==> src/rtl/softmute_pkg.sv <==
package softmute_pkg;

   typedef enum logic [1:0] {
      RAMP_HOLD    = 2'd0,
      RAMP_DEEPER  = 2'd1,
      RAMP_LIGHTER = 2'd2
   } ramp_dir_t;

endpackage

==> src/rtl/softmute_req_sync.sv <==
module softmute_req_sync #(
   parameter int SYNC_STAGES = 2
) (
   input  logic clk,
   input  logic rst_n,
   input  logic ctl_unmute,
   input  logic mute_req_n,
   output logic req_q
);

   logic pin_n_s;

   generate
      if (SYNC_STAGES == 0) begin : g_nosync
         assign pin_n_s = mute_req_n;
      end else begin : g_sync
         logic [SYNC_STAGES-1:0] chain;
         always_ff @(posedge clk or negedge rst_n) begin
            if (!rst_n) chain <= '1;
            else        chain <= {chain[SYNC_STAGES-2 >= 0 ? SYNC_STAGES-2 : 0 : 0], mute_req_n} & {SYNC_STAGES{1'b1}};
         end
         assign pin_n_s = chain[SYNC_STAGES-1];
      end
   endgenerate

   always_ff @(posedge clk or negedge rst_n) begin
      if (!rst_n) req_q <= 1'b0;
      else        req_q <= !ctl_unmute || !pin_n_s;
   end

endmodule

==> src/rtl/softmute_tick_div.sv <==
module softmute_tick_div #(
   parameter int FAST_DIV = 50,
   parameter int SLOW_DIV = 1500
) (
   input  logic clk,
   input  logic rst_n,
   input  logic run,
   input  logic sel_fast,
   output logic tick
);

   localparam int MAX_DIV = (FAST_DIV > SLOW_DIV) ? FAST_DIV : SLOW_DIV;
   localparam int CNT_W   = (MAX_DIV > 1) ? $clog2(MAX_DIV) : 1;

   logic [CNT_W-1:0] cnt;
   logic [CNT_W-1:0] lim;

   generate
      if (FAST_DIV == SLOW_DIV) begin : g_one_rate
         assign lim = CNT_W'(FAST_DIV - 1);
      end else begin : g_two_rate
         assign lim = sel_fast ? CNT_W'(FAST_DIV - 1) : CNT_W'(SLOW_DIV - 1);
      end
   endgenerate

   assign tick = run && (cnt >= lim);

   always_ff @(posedge clk or negedge rst_n) begin
      if (!rst_n)      cnt <= '0;
      else if (!run)   cnt <= '0;
      else if (tick)   cnt <= '0;
      else             cnt <= cnt + 1'b1;
   end

endmodule

==> src/rtl/softmute_level.sv <==
module softmute_level
   import softmute_pkg::*;
#(
   parameter int ATT_W     = 7,
   parameter int MUTE_CODE = 80
) (
   input  logic             clk,
   input  logic             rst_n,
   input  logic             to_mute,
   input  logic             tick,
   output logic             run,
   output logic [ATT_W-1:0] level
);

   localparam logic [ATT_W-1:0] FULL = ATT_W'(MUTE_CODE);

   ramp_dir_t dir;

   always_comb begin
      dir = RAMP_HOLD;
      if (to_mute && level != FULL)            dir = RAMP_DEEPER;
      else if (!to_mute && level != '0)        dir = RAMP_LIGHTER;
   end

   assign run = (dir != RAMP_HOLD);

   always_ff @(posedge clk or negedge rst_n) begin
      if (!rst_n) begin
         level <= '0;
      end else if (tick) begin
         case (dir)
            RAMP_DEEPER:  level <= level + 1'b1;
            RAMP_LIGHTER: level <= level - 1'b1;
            default:      level <= level;
         endcase
      end
   end

endmodule

==> src/rtl/softmute_ramp.sv <==
module softmute_ramp #(
   parameter int ATT_W       = 7,
   parameter int MUTE_CODE   = 80,
   parameter int FAST_DIV    = 50,
   parameter int SLOW_DIV    = 1500,
   parameter int SYNC_STAGES = 2
) (
   input  logic             clk,
   input  logic             rst_n,
   input  logic             ctl_unmute,
   input  logic             slope_fast,
   input  logic             mute_req_n,
   output logic [ATT_W-1:0] atten_db,
   output logic             mute_active
);

   generate
      if (MUTE_CODE < 1 || MUTE_CODE >= (1 << ATT_W)) begin : g_bad_code
         $error("MUTE_CODE must be in 1 .. 2**ATT_W-1");
      end
      if (FAST_DIV < 1 || SLOW_DIV < 1) begin : g_bad_div
         $error("divider periods must be at least 1");
      end
      if (SYNC_STAGES < 0 || SYNC_STAGES > 4) begin : g_bad_sync
         $error("SYNC_STAGES must be in 0 .. 4");
      end
   endgenerate

   logic req_q;
   logic run;
   logic tick;

   softmute_req_sync #(.SYNC_STAGES(SYNC_STAGES)) u_req (
      .clk(clk), .rst_n(rst_n), .ctl_unmute(ctl_unmute),
      .mute_req_n(mute_req_n), .req_q(req_q)
   );

   softmute_tick_div #(.FAST_DIV(FAST_DIV), .SLOW_DIV(SLOW_DIV)) u_div (
      .clk(clk), .rst_n(rst_n), .run(run), .sel_fast(slope_fast), .tick(tick)
   );

   softmute_level #(.ATT_W(ATT_W), .MUTE_CODE(MUTE_CODE)) u_lvl (
      .clk(clk), .rst_n(rst_n), .to_mute(req_q), .tick(tick),
      .run(run), .level(atten_db)
   );

   assign mute_active = req_q || (atten_db != '0);

endmodule

==> config.mk <==
export PLATFORM = sky130hd
export DESIGN_NAME = softmute_ramp
export DESIGN_NICKNAME = d
export VERILOG_FILES = /design/src/rtl/softmute_pkg.sv /design/src/rtl/softmute_req_sync.sv /design/src/rtl/softmute_tick_div.sv /design/src/rtl/softmute_level.sv /design/src/rtl/softmute_ramp.sv
export SDC_FILE = /design/constraint.sdc
export NUM_CORES = 1
export LEC_CHECK = 0
export ABC_CLOCK_PERIOD_IN_PS = 3300
export BUFFER_PORTS_ARGS = -buffer_cell sky130_fd_sc_hd__buf_4
export CAP_MARGIN = 20
export CELL_PAD_IN_SITES_DETAIL_PLACEMENT = 1
export CELL_PAD_IN_SITES_GLOBAL_PLACEMENT = 1
export CORE_MARGIN = 5
export CORE_UTILIZATION = 45
export CTS_CLUSTER_SIZE = 40
export DETAILED_ROUTE_END_ITERATION = 10
export PLACE_DENSITY_LB_ADDON = 0.1
export SYNTH_ARGS = -nofsm -noshare
export SYNTH_HDL_FRONTEND = slang
export SYNTH_SLANG_ARGS = --single-unit
export TNS_END_PERCENT = 1
==> constraint.sdc <==
create_clock -name clk -period 3.3 [get_ports clk]
set_input_delay 0.99 -clock clk [delete_from_list [all_inputs] [get_ports clk]]
set_output_delay 0.99 -clock clk [all_outputs]
set_load 0.01 [all_outputs]
**Word-level counts from Yosys, hierarchy flattened**

Cells that the tools add are included.
W data, S select, Z words.

- Bits in registers: 21
- Bits in latches: 0
- Bits in writable memories: 0
- Memory bits (read-only): 0
- Output and inout port bits: 8
- Logic and storage cells: 29
- Memories: 0

- Add/subtract/negate cells: 3
- $mul: 0
- Divide/modulo/power cells: 0
- Magnitude comparators: 1
- Equality and inequality tests: 3
- Shift operators: 0
- Mux-type cells: 6
- Bitwise logic cells: 0
- Reduce and logical (&&, ||, !) cells: 12

Operators with widths:

| operator | number |
|---|---|
| $mux W11 | 3 |
| $pmux W7 S2 | 1 |
| $add A11 B1 Y11 const B | 1 |
| $ge A11 B11 Y1 | 1 |
| $add A7 B1 Y7 const B | 1 |
| $ne A7 B7 Y1 const B | 1 |
| $reduce_bool A7 Y1 | 1 |
| $sub A7 B1 Y7 const B | 1 |
| $mux W2 | 2 |
| $reduce_bool A2 Y1 | 2 |
| $logic_and A1 B1 Y1 | 3 |
| $logic_not A1 Y1 | 3 |
| $eq A2 B1 Y1 const B | 1 |
| $eq A2 B2 Y1 const B | 1 |
| $logic_or A1 B1 Y1 | 2 |
| $reduce_and A2 Y1 | 1 |

**Longest topological paths before layout**

- Depth in word-level cells: 8
- Depth in mapped cells: 11
- Depth with buffers taken out: 11

**Cells and area by module**

Synthesis repeated with hierarchy kept, for this count alone.

- Cell total of the unflattened synthesis: 128
- Area total of the unflattened synthesis: 1392.6 sq um

Modules (own cells, without submodules):

| module | times used | cells each | area each (sq um) | seq. area each (sq um) |
|---|---|---|---|---|
| softmute_tick_div | 1 | 69 | 730.7 | 275.3 |
| softmute_level | 1 | 52 | 564.3 | 175.2 |
| softmute_req_sync | 1 | 4 | 81.3 | 77.6 |
| softmute_ramp | 1 | 3 | 16.3 | 0.0 |

**Least setup slack after synthesis**

OpenSTA, ideal clock, no wires.

- Kind: reg-to-reg
- From: register u_lvl.level[0]
- To: register u_lvl.level[6]
- Setup time: 0.129 ns
- Arrival time: 2.509 ns
- Required time: 3.171 ns
- Setup slack: 0.662 ns
- Stages on the path, launching flop included: 11
- Buffers on the path: 0
- Clock period less this slack: 2.638 ns
- Cells stage by stage: dfrtp_1 or4_4 nor4_2 nor2_1 ha_1 nor2b_1 o31a_1 o22ai_1 xor2_1 nor2_2 xor2_1

- Word-level cells in the longest chain between the ends: 7
- Elaborated cells on any way between the ends: 15

Ends and longest elaborated chain:

| what | line | source |
|---|---|---|
| from (decl) | softmute_level.sv:12 | `output logic [ATT_W-1:0] level` |
| from (signal assigned) | softmute_level.sv:32 | `RAMP_DEEPER: level <= level + 1'b1;` |
| from (signal assigned) | softmute_level.sv:33 | `RAMP_LIGHTER: level <= level - 1'b1;` |
| from (signal assigned) | softmute_level.sv:34 | `default: level <= level;` |
| $reduce_bool A7 Y1 | softmute_level.sv:22 | `else if (!to_mute && level != '0) dir = RAMP_LIGHTER;` |
| $logic_and A1 B1 Y1 | softmute_level.sv:22 |  |
| $mux W2 | softmute_level.sv:22 |  |
| $mux W2 | softmute_level.sv:21 | `if (to_mute && level != FULL) dir = RAMP_DEEPER;` |
| $eq A2 B1 Y1 (tied with other cells) | softmute_level.sv:31 | `case (dir)` |
| $reduce_bool A2 Y1 (no source line) or $logic_and A1 B1 Y1 (tied branches) | - |  |
| $reduce_and A2 Y1 (no source line) | - |  |

Parallel ways exist; a longest one is shown, timed or not.
A chain may end at the register's enable or synchronous reset.

**Worst setup path in the final report**

- From: register u_lvl.level[0]
- To: output port mute_active

- Word-level cells in the longest chain between the ends: 2

Ends and longest elaborated chain:

| what | line | source |
|---|---|---|
| $reduce_bool A7 Y1 | softmute_ramp.sv:47 | `assign mute_active = req_q \|\| (atten_db != '0);` |
| $logic_or A1 B1 Y1 | softmute_ramp.sv:47 |  |
| to (decl) | softmute_ramp.sv:14 | `output logic mute_active` |

Every way passes these cells.

==> flow_summary.json <==
{
  "grt_usage_pct": 14.5,
  "die_area_um2": 3890,
  "cts_tree": "built",
  "synth_enable_flop_cells": 0,
  "htreeDepth": 1,
  "cts_buffer_depth": 2,
  "hold_ws_ns": 0.368,
  "grt_overflow": 0,
  "worst_path_dominant_cell_family": "simple AND/OR/NAND/NOR gates",
  "cts.sinks": 21,
  "crit_start": "u_lvl.level[0]$_DFFE_PN0P_",
  "port_buffers": 12,
  "drv_slew": 0,
  "via_per_inst": 5.53,
  "syn_area_um2": 1230,
  "grt_pass1_wl_mm": 4.61,
  "dr.pass1.iters": 3,
  "drtIter0Drc": 20,
  "cts_buffers": 3,
  "vias": 912,
  "wl_per_cell_um": 15.2,
  "total_power_mw": 0.952,
  "die_h_um": 62.3,
  "r2r_start": "u_lvl.level[0]$_DFFE_PN0P_",
  "crit_fanout": 5,
  "period_needed_ns": 2.89,
  "drv_cap": 0,
  "core_um2": 2690,
  "async_reset_ff_share_pct": 100,
  "wirelength_mm": 2.50,
  "worstPathRequired_ns": 2.31,
  "worstPathArrival_ns": 1.90,
  "first_global_vias": 1006,
  "timing.clock.skew_ns": 0.00925,
  "max_slew.worst_pin.slew_ns": 0.460,
  "drc": 0,
  "dp_hpwl_mm": 2.03,
  "gp_congestion": 0.749,
  "cts_resized": 0,
  "clock_latency_ns": 0.30,
  "diodes": 0,
  "ys.flop_type": "dfrtp_1",
  "rsz0062_at_grt": "no",
  "ant_nets": 0,
  "synth_seq_cells": 21,
  "layout.nets": 154,
  "synthCells": 119,
  "finalSetupViolCount": 0,
  "peakVddDrop_mv": 0.335,
  "p_per_area_nw_per_um2": 688,
  "crit_chain": "or4_4, nor4_2, or2b_1, buf_4",
  "dp_cells": 161,
  "fmax_mhz": 346,
  "dp_slack_ns": 0.427,
  "grt_max_degree": 22,
  "cts-root-buf": "clkbuf_4",
  "crit_type": "reg -> out",
  "synth.top_cell.area_share_pct": 38.6,
  "hold_buffers": 0,
  "synthTopCellsByArea": "dfrtp_1 39%, ha_1 13%, xnor2_1 5.7%",
  "initial_utilization_pct": 45.9,
  "finalSetupTns_ns": 0,
  "num_rows": 19,
  "yosysTopAreaCell": "dfrtp_1",
  "ys_warn_count": 0,
  "power_leakage_nw": 0.686,
  "seq_area_frac_synth_pct": 42.8,
  "worstHoldStart": "u_req.g_sync.chain[0]$_DFF_PN1_",
  "fin_crit_sh_pct": 87.6,
  "maxSlewHeadroom_pct": 69.2,
  "startpoint_type": "flop",
  "path_clk_slew_ns": 0.13,
  "syn-mean-instance-area_um2": 10.4,
  "area.growth.synth_to_final_pct": 12.3,
  "synth.distinct_cells": 38,
  "fin_cells": 165,
  "syn-num-nets": 138,
  "die_w_um": 62.3,
  "critPathBufInv": 1,
  "antenna_found_initial": 0,
  "finalHoldViolCount": 0,
  "post_cts_buffers": 0,
  "crit_path_end_kind": "output port",
  "slowest_delay_ns": 0.56,
  "cpMaxStageDelayCell": "or4_4",
  "setup_ws_ns": 0.409,
  "drive_gt1_share_pct": 19.4,
  "hp-class": "reg -> reg",
  "outcome": "completed",
  "pin_count": 13
}
[where the power goes]
| group | internal (mW) | leakage, nW | switching, mW | total [mW] |
|---|---|---|---|---|
| Sequential | 0.324 | 0.269 | 0.0924 | 0.417 |
| Clock | 0.0452 | 0.0177 | 0.0805 | 0.126 |
| Combinational | 0.207 | 0.399 | 0.203 | 0.410 |
[cells in the final DEF (no fill, tap or decap), types with 2 or more instances in the layout]
cell | Yosys | routed
dfrtp_1 | 19 | 19
nand2_1 | 7 | 7
o21a_1 | 2 | 2
o21ai_1 | 4 | 4
ha_1 | 13 | 13
nor2_1 | 14 | 14
a21oi_1 | 3 | 3
inv_1 | 6 | 6
dfstp_2 | 2 | 2
xor2_1 | 7 | 7
and3_1 | 2 | 2
xnor2_1 | 8 | 8
a211o_1 | 2 | 2
clkbuf_4 | 0 | 3
nand3_1 | 6 | 6
buf_4 | 1 | 13
[sequential cells by signal, summed over array words and instances (netlist names)]
register	cells
u_lvl.level	7
u_div.cnt	11
u_req.req_q	1
u_req.g_sync.chain	2
[layout make-up]
cell class	instances	area [µm²]
Inverter	6	22.5
Clock inverter	1	5.00
Tap cell	31	38.8
Multi-Input combinational cell	90	669
Fill cell	321	1300
Clock buffer	3	22.5
Timing Repair Buffer	13	97.6
Sequential cell	21	528
[worst paths after layout]
path,endpoint,slack (ns),cells past startpoint
max,mute_active,0.41,4
min,u_req.g_sync.chain[1]$_DFF_PN1_,0.37,0
max reg2reg,u_lvl.level[5]$_DFFE_PN0P_,0.47,10
min reg2reg,u_req.g_sync.chain[1]$_DFF_PN1_,0.37,0
max in group asynchronous,u_req.g_sync.chain[1]$_DFF_PN1_,2.50,1
min in group asynchronous,u_lvl.level[2]$_DFFE_PN0P_,0.54,1
[per-stage QoR]
stage | util, % | area (µm²)
final | 51.5 | 1380
after detailed placement | 50.5 | 1360
after floorplan | - | 1230
after global routing | 51.5 | 1380
after global placement | 50.5 | 1360
after CTS | 51.5 | 1380
[kinds of logic after synthesis]
kind of cell	Yosys count	synth area share (%)
compound gates	19	10.7
fa+ha+maj	14	14.8
flops	21	42.8
xor+xnor	15	10.7
buf+inv	8	2.84
mux	1	0.914
simple gates	41	17.3
[routing by layer]
metal	track usage, %	vias to the layer above	routed length, µm
met2	26.4	7	1380
met5	0	-	0
met1	17.1	455	1060
met4	4.77	0	19
li1	-	448	-
met3	2.52	2	46
[worst register-to-register path, cell delays in order, from the launching register on]
cell and delay (ns):
dfrtp_1 0.45, or4_4 0.56, nor4_2 0.19, nor2_1 0.18
ha_1 0.32, a21o_2 0.19, a21oi_1 0.23, o21bai_1 0.09
a21oi_1 0.18, xnor2_1 0.08, mux2_2 0.26
[Yosys cell counts (2+ instances only)]
cell type	count
xnor2_1	8
xor2_1	7
nand2_1	7
dfrtp_1	19
inv_1	6
nand3_1	6
a21oi_1	3
a211o_1	2
nor2_1	14
o21a_1	2
dfstp_2	2
ha_1	13
and3_1	2
o21ai_1	4
Note: power is estimated with default switching activity, not from simulation.
